### src/rtl/bcseq_pkg.sv
package bcseq_pkg;
  localparam logic [7:0] OP_END   = 8'h00;
  localparam logic [7:0] OP_CLEAR = 8'h10;
  localparam logic [7:0] OP_START = 8'h11;
  localparam logic [7:0] OP_STOP  = 8'h12;
  localparam logic [7:0] OP_DUMP  = 8'h13;
  localparam logic [7:0] OP_MASK  = 8'h14;
  localparam logic [7:0] OP_TIMER = 8'h15;
  localparam logic [7:0] OP_INFO  = 8'h31;

  localparam int REC_BYTES  = 11;
  localparam int INFO_BYTES = 10;

  typedef enum logic [2:0] {
    S_IDLE, S_RD_REQ, S_RD_WAIT, S_RD_USE, S_WRITE, S_FINISH
  } seq_state_t;
endpackage

### src/rtl/bcseq_chan_scan.sv
module bcseq_chan_scan #(
  parameter int NCH = 16,
  localparam int CW = $clog2(NCH)
) (
  input  logic [NCH-1:0] mask,
  input  logic [CW:0]    from,
  output logic           hit,
  output logic [CW-1:0]  idx
);
  always_comb begin
    hit = 1'b0;
    idx = '0;
    for (int i = NCH - 1; i >= 0; i--) begin
      if (mask[i] && (i >= int'(from))) begin
        hit = 1'b1;
        idx = CW'(i);
      end
    end
  end
endmodule

### src/rtl/bcseq_byte_mux.sv
module bcseq_byte_mux
  import bcseq_pkg::*;
#(
  parameter int          NCH      = 16,
  parameter logic [15:0] VERSION  = 16'h0203,
  parameter logic [15:0] REC_ADDR = 16'h0080,
  localparam int REC_W = 8 * REC_BYTES
) (
  input  logic             is_info,
  input  logic [3:0]       idx,
  input  logic [REC_W-1:0] rec_data,
  input  logic [7:0]       timer,
  input  logic [NCH-1:0]   mask,
  output logic [7:0]       wbyte,
  output logic             last
);
  logic [7:0] count;

  always_comb begin
    count = '0;
    for (int i = 0; i < NCH; i++) count = count + 8'(mask[i]);
  end

  always_comb begin
    wbyte = 8'h00;
    if (is_info) begin
      case (idx)
        4'd0: wbyte = VERSION[15:8];
        4'd1: wbyte = VERSION[7:0];
        4'd2: wbyte = 8'h00;
        4'd3: wbyte = timer;
        4'd4: wbyte = count;
        4'd5: wbyte = REC_ADDR[15:8];
        4'd6: wbyte = REC_ADDR[7:0];
        default: wbyte = 8'h00;
      endcase
    end else begin
      for (int k = 0; k < REC_BYTES; k++)
        if (int'(idx) == k) wbyte = rec_data[REC_W-1-8*k -: 8];
    end
    last = is_info ? (int'(idx) == INFO_BYTES - 1) : (int'(idx) == REC_BYTES - 1);
  end
endmodule

### src/rtl/bcseq_top.sv
module bcseq_top
  import bcseq_pkg::*;
#(
  parameter int          ADDR_W   = 8,
  parameter int          NCH      = 16,
  parameter logic [15:0] VERSION  = 16'h0203,
  parameter logic [15:0] REC_ADDR = 16'h0080,
  localparam int CW    = $clog2(NCH),
  localparam int REC_W = 8 * REC_BYTES
) (
  input  logic              clk,
  input  logic              rst,
  input  logic              go,
  input  logic [ADDR_W-1:0] entry_addr,
  output logic              accept,
  output logic              done,
  output logic              err,
  output logic              mem_rd,
  output logic              mem_wr,
  output logic [ADDR_W-1:0] mem_addr,
  output logic [7:0]        mem_wdata,
  input  logic [7:0]        mem_rdata,
  output logic              stat_stop,
  output logic              stat_clear,
  output logic              stat_start,
  output logic              mask_load,
  output logic [NCH-1:0]    mask_val,
  output logic              timer_load,
  output logic [7:0]        timer_val,
  output logic [CW-1:0]     rec_sel,
  input  logic [REC_W-1:0]  rec_data
);
  seq_state_t      state;
  logic [ADDR_W:0] pc;
  logic [ADDR_W:0] waddr;
  logic [7:0]      opc;
  logic            in_operand;
  logic [2:0]      need;
  logic [2:0]      ocnt;
  logic [15:0]     opnd;
  logic [3:0]      bidx;
  logic            wr_info;
  logic            err_pend;

  logic [CW:0]     scan_from;
  logic            scan_hit;
  logic [CW-1:0]   scan_idx;
  logic [7:0]      out_byte;
  logic            out_last;

  assign scan_from = (state == S_WRITE) ? ({1'b0, rec_sel} + 1'b1) : '0;

  bcseq_chan_scan #(.NCH(NCH)) u_scan (
    .mask (mask_val),
    .from (scan_from),
    .hit  (scan_hit),
    .idx  (scan_idx)
  );

  bcseq_byte_mux #(.NCH(NCH), .VERSION(VERSION), .REC_ADDR(REC_ADDR)) u_mux (
    .is_info  (wr_info),
    .idx      (bidx),
    .rec_data (rec_data),
    .timer    (timer_val),
    .mask     (mask_val),
    .wbyte    (out_byte),
    .last     (out_last)
  );

  always_ff @(posedge clk) begin
    if (rst) begin
      state      <= S_IDLE;
      pc         <= '0;
      waddr      <= '0;
      opc        <= '0;
      in_operand <= 1'b0;
      need       <= '0;
      ocnt       <= '0;
      opnd       <= '0;
      bidx       <= '0;
      wr_info    <= 1'b0;
      err_pend   <= 1'b0;
      accept     <= 1'b0;
      done       <= 1'b0;
      err        <= 1'b0;
      mem_rd     <= 1'b0;
      mem_wr     <= 1'b0;
      mem_addr   <= '0;
      mem_wdata  <= '0;
      stat_stop  <= 1'b0;
      stat_clear <= 1'b0;
      stat_start <= 1'b0;
      mask_load  <= 1'b0;
      mask_val   <= '0;
      timer_load <= 1'b0;
      timer_val  <= '0;
      rec_sel    <= '0;
    end else begin
      accept     <= 1'b0;
      done       <= 1'b0;
      mem_rd     <= 1'b0;
      mem_wr     <= 1'b0;
      stat_stop  <= 1'b0;
      stat_clear <= 1'b0;
      stat_start <= 1'b0;
      mask_load  <= 1'b0;
      timer_load <= 1'b0;
      case (state)
        S_IDLE: begin
          if (go) begin
            pc         <= {1'b0, entry_addr};
            accept     <= 1'b1;
            err        <= 1'b0;
            err_pend   <= 1'b0;
            in_operand <= 1'b0;
            state      <= S_RD_REQ;
          end
        end
        S_RD_REQ: begin
          if (pc[ADDR_W]) begin
            err_pend <= 1'b1;
            state    <= S_FINISH;
          end else begin
            mem_rd   <= 1'b1;
            mem_addr <= pc[ADDR_W-1:0];
            state    <= S_RD_WAIT;
          end
        end
        S_RD_WAIT: state <= S_RD_USE;
        S_RD_USE: begin
          pc    <= pc + 1'b1;
          state <= S_RD_REQ;
          if (!in_operand) begin
            opc  <= mem_rdata;
            ocnt <= '0;
            case (mem_rdata)
              OP_END:   state <= S_FINISH;
              OP_CLEAR: stat_clear <= 1'b1;
              OP_START: stat_start <= 1'b1;
              OP_STOP:  stat_stop  <= 1'b1;
              OP_DUMP, OP_INFO: begin need <= 3'd1; in_operand <= 1'b1; end
              OP_MASK:  begin need <= 3'd2; in_operand <= 1'b1; end
              OP_TIMER: begin need <= 3'd4; in_operand <= 1'b1; end
              default: begin
                err_pend <= 1'b1;
                state    <= S_FINISH;
              end
            endcase
          end else begin
            opnd <= {opnd[7:0], mem_rdata};
            ocnt <= ocnt + 1'b1;
            if (ocnt == need - 1'b1) begin
              in_operand <= 1'b0;
              case (opc)
                OP_MASK: begin
                  mask_val  <= NCH'({opnd[7:0], mem_rdata});
                  mask_load <= 1'b1;
                end
                OP_TIMER: begin
                  timer_val  <= opnd[15:8];
                  timer_load <= 1'b1;
                end
                OP_INFO: begin
                  waddr   <= {1'b0, mem_rdata};
                  wr_info <= 1'b1;
                  bidx    <= '0;
                  state   <= S_WRITE;
                end
                default: begin
                  waddr   <= {1'b0, mem_rdata};
                  wr_info <= 1'b0;
                  bidx    <= '0;
                  if (scan_hit) begin
                    rec_sel <= scan_idx;
                    state   <= S_WRITE;
                  end
                end
              endcase
            end
          end
        end
        S_WRITE: begin
          if (waddr[ADDR_W]) begin
            err_pend <= 1'b1;
            state    <= S_FINISH;
          end else begin
            mem_wr    <= 1'b1;
            mem_addr  <= waddr[ADDR_W-1:0];
            mem_wdata <= out_byte;
            waddr     <= waddr + 1'b1;
            if (out_last) begin
              bidx <= '0;
              if (!wr_info && scan_hit) rec_sel <= scan_idx;
              else                      state   <= S_RD_REQ;
            end else begin
              bidx <= bidx + 1'b1;
            end
          end
        end
        S_FINISH: begin
          done  <= 1'b1;
          err   <= err_pend;
          state <= S_IDLE;
        end
        default: state <= S_IDLE;
      endcase
    end
  end

  // accept only answers a go seen while idle
  a_r2_accept_from_idle: assert property (@(posedge clk) disable iff (rst)
    accept |-> ($past(go) && $past(state == S_IDLE)));

  // done is a single-cycle pulse
  a_r2_done_pulse: assert property (@(posedge clk) disable iff (rst)
    done |=> !done);

  // at most one statistics strobe per cycle
  a_r3_one_strobe: assert property (@(posedge clk) disable iff (rst)
    $onehot0({stat_stop, stat_clear, stat_start, mask_load, timer_load}));

  // the SRAM port never reads and writes together
  a_r6_rd_wr_excl: assert property (@(posedge clk) disable iff (rst)
    !(mem_rd && mem_wr));

  // err only rises together with done
  a_r8_err_with_done: assert property (@(posedge clk) disable iff (rst)
    $rose(err) |-> done);

  // no SRAM traffic once the engine is back at idle
  a_r9_quiet_idle: assert property (@(posedge clk) disable iff (rst)
    (state == S_IDLE && $past(state == S_IDLE)) |-> (!mem_rd && !mem_wr));

  // no strobe and no write while idle
  a_r2_idle_no_strobe: assert property (@(posedge clk) disable iff (rst)
    (state == S_IDLE && $past(state == S_IDLE)) |->
      !(stat_stop || stat_clear || stat_start || mask_load || timer_load));
endmodule

### config.mk
export PLATFORM = sky130hd
export DESIGN_NAME = bcseq_top
export DESIGN_NICKNAME = d
export VERILOG_FILES = /design/src/rtl/bcseq_pkg.sv /design/src/rtl/bcseq_chan_scan.sv /design/src/rtl/bcseq_byte_mux.sv /design/src/rtl/bcseq_top.sv
export SDC_FILE = /design/constraint.sdc
export NUM_CORES = 1
export LEC_CHECK = 0
export BUFFER_PORTS_ARGS = -buffer_cell sky130_fd_sc_hd__buf_2
export CORE_ASPECT_RATIO = 2
export CORE_MARGIN = 2
export CORE_UTILIZATION = 59
export CTS_CLUSTER_SIZE = 30
export DETAILED_ROUTE_END_ITERATION = 10
export GPL_ROUTABILITY_DRIVEN = 0
export PLACE_DENSITY = 0.87
export SLEW_MARGIN = 20
export SYNTH_ARGS = -nofsm -noshare
export SYNTH_HDL_FRONTEND = slang
export SYNTH_SLANG_ARGS = --single-unit
### constraint.sdc
create_clock -name clk -period 8.85 [get_ports clk]
set_input_delay 0 -clock clk [delete_from_list [all_inputs] [get_ports clk]]
set_output_delay 0 -clock clk [all_outputs]
set_load 0.02 [all_outputs]
* Word-level counts from Yosys, hierarchy flattened
Index checks and enable logic that the tools add are counted.
Cells by class: $add $sub $neg 21, reductions and logical operators 54, muxes and demuxes 105, equality and inequality tests 46, bitwise operators 8, $lt $le $gt $ge 16
Operator list (number):
- adder 8 x 1 -> 8 bit | 14
- two-way mux 4 bit | 28
- two-way mux 8 bit | 14
- == test 8 x 5 -> 1 bit, second input constant | 8
- two-way mux 9 bit | 5
- >= comparator 4 x 5 -> 1 bit, first input constant | 8
- one-hot mux 8 bit (5 select lines) | 1
- one-hot mux 9 bit (2 select lines) | 2
- two-way mux 1 bit | 34
- two-way mux 3 bit | 10
- == test 4 bit, second input constant | 7
- inequality test 2 bit, second input constant | 13
- >= comparator 3 x 5 -> 1 bit, first input constant | 4
- adder 9 x 1 -> 9 bit, second input constant | 2
- logical AND 1 bit | 17
- == test 4 x 3 -> 1 bit, second input constant | 4
- == test 8 x 6 -> 1 bit, second input constant | 2
- one-hot mux 4 bit (2 select lines) | 2
- one-hot mux 8 bit (2 select lines) | 1
- AND reduction 4 bit | 4
- one-hot mux 3 bit (5 select lines) | 1
- >= comparator 1 x 5 -> 1 bit, first input constant | 2
- >= comparator 2 x 5 -> 1 bit, first input constant | 2
- AND reduction 2 bit | 5
- 35 further kinds | 60
Storage, ports and cells: input bits 107, register bits 112, word-level logic and storage cells 277, output and inout port bits 54

* Depth between registers and ports, before layout
Gate-level depths: netlist of the first run.
depth in word-level cells 25, depth in mapped cells 16, depth with buffers taken out 16

* Modules after synthesis
A second synthesis of the first run with hierarchy kept.
Unflattened totals: cells, all modules 895, area total of the unflattened synthesis 7040.5 um2
Modules (own cells, without submodules):
- bcseq_top | sequential area each 2242.2 um2, instances 1, cells an instance 578, area each 4852.2 um2
- bcseq_byte_mux | sequential area each 0.0 um2, instances 1, cells an instance 240, area each 1709.1 um2
- bcseq_chan_scan | sequential area each 0.0 um2, instances 1, cells an instance 77, area each 479.2 um2

* Worst setup path before layout of the first run
OpenSTA, ideal clock, no wires.
path type reg-to-reg, from register mask_val[0], to register mem_wdata[2], buffers on the path 0, required time 8.734 ns, library setup time 0.116 ns, clock period less this slack 4.390 ns, path slack 4.460 ns, stages on the path, launching flop included 14, data arrival time 4.274 ns, cells stage by stage dfxtp_1 > ha_1 > inv_1 > fa_1 > fa_1 > fa_1 > fa_1 > fa_1 > fa_1 > xnor2_1 > a22o_1 > a221oi_1 > o21ai_0 > o211a_1
On the way: word-level cells in the longest chain between the ends 17
Ends and longest elaborated chain:
- start, declared | line bcseq_top.sv:27 | output logic [NCH-1:0] mask_val,
- start signal, assigned | line bcseq_top.sv:156 | mask_val <= NCH'({opnd[7:0], mem_rdata});
- adder 1 x 1 -> 2 bit | line bcseq_byte_mux.sv:21 | for (int i = 0; i < NCH; i++) count = count + 8'(mask[i]);
- adder 8 x 1 -> 8 bit (14 in a row) | line bcseq_byte_mux.sv:21
- one-hot mux 8 bit (5 select lines) | line bcseq_byte_mux.sv:27 | case (idx)
- two-way mux 8 bit | line bcseq_byte_mux.sv:26 | if (is_info) begin
- end signal, assigned | line bcseq_top.sv:189 | mem_wdata <= out_byte;
- end, declared | line bcseq_top.sv:21 | output logic [7:0] mem_wdata,
No other way between the ends. A chain may end at the register's enable or synchronous reset.

* Final worst setup path of the first run
Ends and elaborated chain as after synthesis.

==> impl_metrics.json, run 1 <==
{
  "synth_nets": 1000,
  "syn_area_per_cell_um2": 7.81,
  "slew_headroom_pct": 30.3,
  "start_util_pct": 60.2,
  "yosysWarnings": 0,
  "yosysSeqAreaShare_pct": 33.0,
  "drc": 0,
  "synth-edff-count": 0,
  "cp-end-kind": "flop",
  "pwr_density_cell_mw_per_mm2": 151,
  "hold_violations": 0,
  "finalClockSkew_ns": 0.0122,
  "dieArea_mm2": 0.0124,
  "num_antenna_cells": 0,
  "drive_gt1_share_pct": 20.0,
  "cpPeakStageDelay_ns": 0.53,
  "synthArstFlopShare_pct": 0,
  "fillers": 973,
  "hold_class": "input port to flop",
  "reg2reg_depth": 13,
  "crit_top_cell": "fa_1",
  "p_leak_nw": 3.21,
  "worst_path_max_delay_cell": "fa_1",
  "grt_pass1_wl_um": 33000,
  "cap_violations": 0,
  "vias_per_cell": 6.35,
  "place_inst": 1115,
  "nets": 1128,
  "synth_area_mm2": 0.00679,
  "drt_iter0_drc": 602,
  "core-area_mm2": 0.0113,
  "netlist_instances": 869,
  "cp_data_arrival_time_ns": 4.75,
  "setup_violations": 0,
  "tightestPinTransition_ns": 1.04,
  "yosysUniqueCellTypes": 79,
  "io_pins": 161,
  "dr.pass1.iters": 5,
  "antenna_found_initial": 0,
  "synthFlopType": "dfxtp_1",
  "rsz0062_at_grt": "no",
  "ir_drop_mv": 0.161,
  "clk_path_buf_depth": 2,
  "first_global_vias": 6737,
  "cts_tree": "yes",
  "synthToLayoutAreaGrowth_pct": 18.2,
  "num_rows": 55,
  "clockRootBuffer": "clkbuf_16",
  "hpwl_um": 15900,
  "fmax_mhz": 222,
  "grt_max_degree": 79,
  "tns_ns": 0,
  "status": "complete, no violations",
  "ys_seq_elements": 112,
  "dp_slack_ns": 4.39,
  "track_usage_pct": 34.0,
  "clock-sinks": 112,
  "cts_buffers": 9,
  "cp.required_ns": 9.10,
  "timing.critical_path.cells": "ha_1 > inv_1 > fa_1 > fa_1 > fa_1 > fa_1 > fa_1 > fa_1 > xnor2_1 > a22o_1 > a221oi_1 > o21ai_0 > o211a_1",
  "io_buffers": 160,
  "fin_ws_ns": 4.35,
  "stdcell_count": 1144,
  "num_vias": 7266,
  "start_kind": "flop",
  "clk_pin_slew_ns": 0.08,
  "crit_path_max_fanout": 7,
  "clkLatencyLatePin_ns": 0.35,
  "grt-ovfl-total": 0,
  "cts_setup_buffers": 0,
  "multi_input_area_mm2": 0.00413,
  "regArea_mm2": 0.00224,
  "hold_depth": 3,
  "drtAntennaViolNets": 0,
  "drt_wl_total_um": 21600,
  "final-max-slew-violation-count": 0,
  "die_x_um": 79.9,
  "cts_htree_levels": 3,
  "post_drt_wl_per_cell_um": 18.8,
  "die_y_um": 156,
  "fin_crit_sh_pct": 50.9,
  "ctsResizeCount": 0,
  "period_minus_slack_ns": 4.50,
  "path_class": "flop to flop"
}
==> cell type report <==
cell class / count / area share, %
inverters: 39 / 1.82
well taps: 142 / 2.21
multi-input cells: 654 / 51.5
flip-flops and latches: 112 / 27.9
clock inverters: 7 / 1.36
repair buffers: 181 / 12.3
clock buffers: 9 / 2.81
==> power by group <==
group,switching [W],internal [W]
combinational,0.000116,0.0000815
sequential,0.0000314,0.000529
clock,0.000199,0.000254
total,0.000346,0.000865
==> worst paths after layout <==
check                       to          from  slack, ns
setup / recovery  mem_wdata[2]   mask_val[0]       4.35
hold / removal         opnd[1]  mem_rdata[1]       0.01
setup reg to reg  mem_wdata[2]   mask_val[0]       4.35
hold reg to reg        need[1]       need[1]       0.46
==> what timing repair did <==
| item | 4_1_cts | 5_1_grt |
|---|---|---|
| endpoints found under the hold margin | 17 | 0 |
| hold buffers | 13 | 0 |
| endpoints found under the setup margin | 0 | 0 |
==> per-layer routing <==
metal	global-route usage (%)	vias up	part of all wire [%]	wire length [um]
li1	-	3397	-	-
met1	34.4	3369	34	7360
met2	59.2	374	51	10900
met3	6.42	126	6.8	1460
met4	26.8	0	8.3	1780
met5	0	-	0	0
==> critical path: cells and delay by family (launching register included) <==
family          cells  cell delay, ns
compound gates      4            0.69
xor+xnor            1            0.15
fa+ha+maj           7            3.03
buf+inv             1            0.08
flops               1            0.44
==> flip-flops by register name, indices dropped and copies added, names as in the netlist, 3 cells and up <==
signal     count
opc            8
waddr          9
opnd          16
timer_val      8
bidx           4
mem_wdata      8
need           3
mem_addr       8
state          3
mask_val      16
rec_sel        4
ocnt           3
pc             9
==> cell families after synthesis <==
| family | share of synthesized area [%] |
|---|---|
| compound gates | 26.1 |
| xor+xnor | 1.51 |
| fa+ha+maj | 5.68 |
| buf+inv | 6.16 |
| flops | 33.0 |
| mux | 4.61 |
| simple gates | 22.9 |
==> cell usage after synthesis (3+ instances only) <==
library cell / instances / area share (%)
nand2_1: 117 / 6.5
dfxtp_1: 112 / 33
nor2_1: 94 / 5.2
a21oi_1: 85 / 6.3
clkbuf_1: 53 / 2.9
o21ai_0: 51 / 3.8
inv_1: 39 / 2.2
mux2i_1: 29 / 4.3
nand3_1: 22 / 1.6
a31oi_1: 15 / 1.4
ha_1: 14 / 2.6
nor3_1: 14 / 1.0
a211oi_1: 13 / 1.4
a221oi_1: 13 / 1.7
a311oi_1: 12 / 1.5
nand2b_1: 11 / 1.0
fa_1: 10 / 2.9
and2_1: 9 / 0.83
a221o_1: 8 / 1.2
nand3b_1: 8 / 0.88
xnor2_1: 8 / 1.0
a22oi_1: 7 / 0.77
and3_1: 6 / 0.55
nor4_1: 6 / 0.55
nor4b_1: 6 / 0.77
o22ai_1: 6 / 0.55
and3b_1: 5 / 0.65
nand4_1: 5 / 0.46
nor2b_1: 5 / 0.46
o211ai_1: 5 / 0.55
o311ai_0: 5 / 0.65
a21o_1: 4 / 0.44
a41oi_1: 4 / 0.52
buf_1: 3 / 0.17
buf_2: 3 / 0.22
buf_6: 3 / 0.50
nor3b_1: 3 / 0.33
o21a_1: 3 / 0.33
o221a_2: 3 / 0.50
or3_1: 3 / 0.28
==> through the flow <==
step	util, %	total power, W	instance area [um2]	hold slack, ns
final	71.1	0.00121	8030	0.0141
after global routing	71.1	0.00125	8030	0.00909
after CTS	71.1	0.00121	8030	0.000893
after detailed placement	67.0	0.000760	7560	0.237
after global placement	67.0	0.000758	7560	0.226
after floorplan	-	0.000692	6790	0.136
==> cell usage in the layout, fill, tap and decap left out, drive strengths merged, types with 4 or more instances in the layout <==
cell type	instances
a211oi	13
and2	10
nor2b	5
a31oi	15
a221oi	13
and3b	5
nor2	94
mux2i	29
and3	6
ha	14
nand4	6
fa	10
o21ai	51
nand2	117
clkbuf	9
inv	42
a221o	8
dlygate4sd3	13
nor3b	4
nand2b	11
a311oi	12
nor4	6
nand3b	8
buf	168
a41oi	4
o22ai	6
o311ai	6
xnor2	8
nand3	22
nor4b	6
a22oi	8
nor3	15
dfxtp	112
a21o	4
o211ai	5
a21oi	85
Power figures use the tool's default switching activity.
==> run 2, diff against run 1 <==
--- a/config.mk
+++ b/config.mk
@@ -8,11 +8,11 @@
 export BUFFER_PORTS_ARGS = -buffer_cell sky130_fd_sc_hd__buf_2
 export CORE_ASPECT_RATIO = 2
 export CORE_MARGIN = 2
-export CORE_UTILIZATION = 59
+export CORE_UTILIZATION = 55
 export CTS_CLUSTER_SIZE = 30
 export DETAILED_ROUTE_END_ITERATION = 10
 export GPL_ROUTABILITY_DRIVEN = 0
-export PLACE_DENSITY = 0.87
+export PLACE_DENSITY = 0.82
 export SLEW_MARGIN = 20
 export SYNTH_ARGS = -nofsm -noshare
 export SYNTH_HDL_FRONTEND = slang
==> constraint.sdc (replaced) <==
create_clock -name clk -period 4.47 [get_ports clk]
set_input_delay 0 -clock clk [delete_from_list [all_inputs] [get_ports clk]]
set_output_delay 0 -clock clk [all_outputs]
set_load 0.02 [all_outputs]
==> run 2 against run 1 <==
  * Sequential share of layout area is 0.24 points lower
  * Sequential cell count stayed put
  * Critical path depth did not move
  * Global-route usage fell by 1.5 points
  * Register-to-register slack got worse by 4.2 ns
  * Power up 89%
  * Routed wire length up 1.1%
  * Clock power is 73% higher
  * Combinational power increased by 100%
  * Sequential power grew 98%
  * Worst hold slack better by 0.026 ns
  * Highest routed layer unchanged
==> impl_metrics.json, run 2 (synthesized netlist as in run 1, its figures left out) <==
{
  "status": "complete, no violations",
  "slew_headroom_pct": 44.9,
  "hpwl_um": 16100,
  "start_kind": "flop",
  "finalPower_w": 0.00229,
  "wl_met3_um": 1420,
  "final_cell_mix": "160 x buf_2, 117 x nand2_1, 112 x dfxtp_1, 93 x nor2_1, 85 x a21oi_1",
  "met2WireLength_um": 11300,
  "nets": 1142,
  "path_class": "flop to flop",
  "die_y_um": 161,
  "drt_wl_total_um": 21800,
  "grt-ovfl-total": 0,
  "post_drt_wl_per_cell_um": 18.7,
  "tightestPinTransition_ns": 0.823,
  "io_buffers": 160,
  "antenna_found_initial": 0,
  "track_usage_pct": 32.5,
  "synthToLayoutAreaGrowth_pct": 19.2,
  "hold_class": "input port to flop",
  "p_leak_nw": 3.25,
  "hold_violations": 0,
  "die_x_um": 82.6,
  "place_inst": 1131,
  "num_antenna_cells": 0,
  "clk_path_buf_depth": 2,
  "finalClockSkew_ns": 0.0104,
  "first_global_vias": 6779,
  "cts_htree_levels": 3,
  "cts_buffers": 9,
  "fmax_mhz": 231,
  "drive_gt1_share_pct": 20.8,
  "final-max-slew-violation-count": 0,
  "dieArea_mm2": 0.0133,
  "highest_layer": "met4",
  "wirelength_met1_um": 7610,
  "ir_drop_mv": 0.280,
  "stdcell_count": 1163,
  "fin_ws_ns": 0.149,
  "drt_iter0_drc": 637,
  "dp_slack_ns": 0.0994,
  "grt_max_degree": 67,
  "drc": 0,
  "fillers": 1054,
  "num_vias": 7248,
  "period_minus_slack_ns": 4.32,
  "num_rows": 57,
  "fin_crit_sh_pct": 96.7,
  "setup_violations": 0,
  "clk_pin_slew_ns": 0.08,
  "largestRegisters": "mask_val: 16 flops, opnd: 16 flops",
  "drtAntennaViolNets": 0,
  "pwr_density_cell_mw_per_mm2": 283,
  "cp-end-kind": "flop",
  "grt_pass1_wl_um": 33200,
  "clock-sinks": 112,
  "start_util_pct": 56.0,
  "clkLatencyLatePin_ns": 0.36,
  "crit_path_max_fanout": 2,
  "dr.pass1.iters": 7,
  "io_pins": 161,
  "cp_data_arrival_time_ns": 4.58,
  "cap_violations": 0,
  "core-area_mm2": 0.0121,
  "vias_per_cell": 6.23,
  "cp.required_ns": 4.72,
  "layout_commonest_cell": "buf_2",
  "clockRootBuffer": "clkbuf_16",
  "cts_tree": "yes"
}
[run 2: report_power, final]
group,total [W],internal (W),leakage [nW],switching [W]
logic,0.000402,0.000166,2.21,0.000235
registers,0.00111,0.00105,0.906,0.0000615
clock network,0.000782,0.000388,0.136,0.000394
total,0.00229,0.00160,3.25,0.000691
[run 2: metrics by stage]
step	hold WS, ns	utilization, %	instance area (um2)	TNS (ns)
after floorplan	0.136	-	6790	0
after global placement	0.229	63.1	7640	0
after detailed placement	0.237	63.1	7640	0
after CTS	0.0213	66.7	8090	0
after global routing	0.0515	66.8	8090	-0.00613
final	0.0401	66.8	8090	0
[run 2: layout make-up]
cell class	count	area [um2]	area share [%]
Clock buffer	10	229	2.83
Clock inverter	6	55.1	0.680
Inverter	39	146	1.81
Multi-Input combinational cell	654	4130	51.1
Sequential cell	112	2240	27.7
Tap cell	147	184	2.27
Timing Repair Buffer	195	1100	13.6
[run 2: worst max-delay path, stage by stage (launching register included)]
cell and delay [ns]:
dfxtp_1 0.32, ha_1 0.29, inv_1 0.08, fa_1 0.44, fa_1 0.52, fa_1 0.54, fa_1 0.43, fa_2 0.37
fa_1 0.40, xnor2_1 0.14, a22o_1 0.19, a221oi_1 0.25, o21ai_1 0.12, o211a_1 0.13
[run 2: metal layers]
metal	GRT usage [%]	up-vias
li1	-	3438
met1	32.9	3353
met2	57.3	357
met3	5.31	100
met4	23.2	0
met5	0	-
[run 2: path summary, 6_finish.rpt]
check / slack [ns] / endpoint / from / depth (start not counted)
max: 0.15 / mem_wdata[2] / mask_val[0] / 13
min: 0.04 / mem_wdata[2] / rec_data[2] / 4
max reg2reg: 0.15 / mem_wdata[2] / mask_val[0] / 13
min reg2reg: 0.46 / opnd[13] / opnd[13] / 2
[run 2: what timing repair did]
item	4_1_cts	5_1_grt
setup buffers	0	0
endpoints found under the setup margin	0	1
endpoints found under the hold margin	26	0
hold buffers	16	0
gates resized for setup	0	2
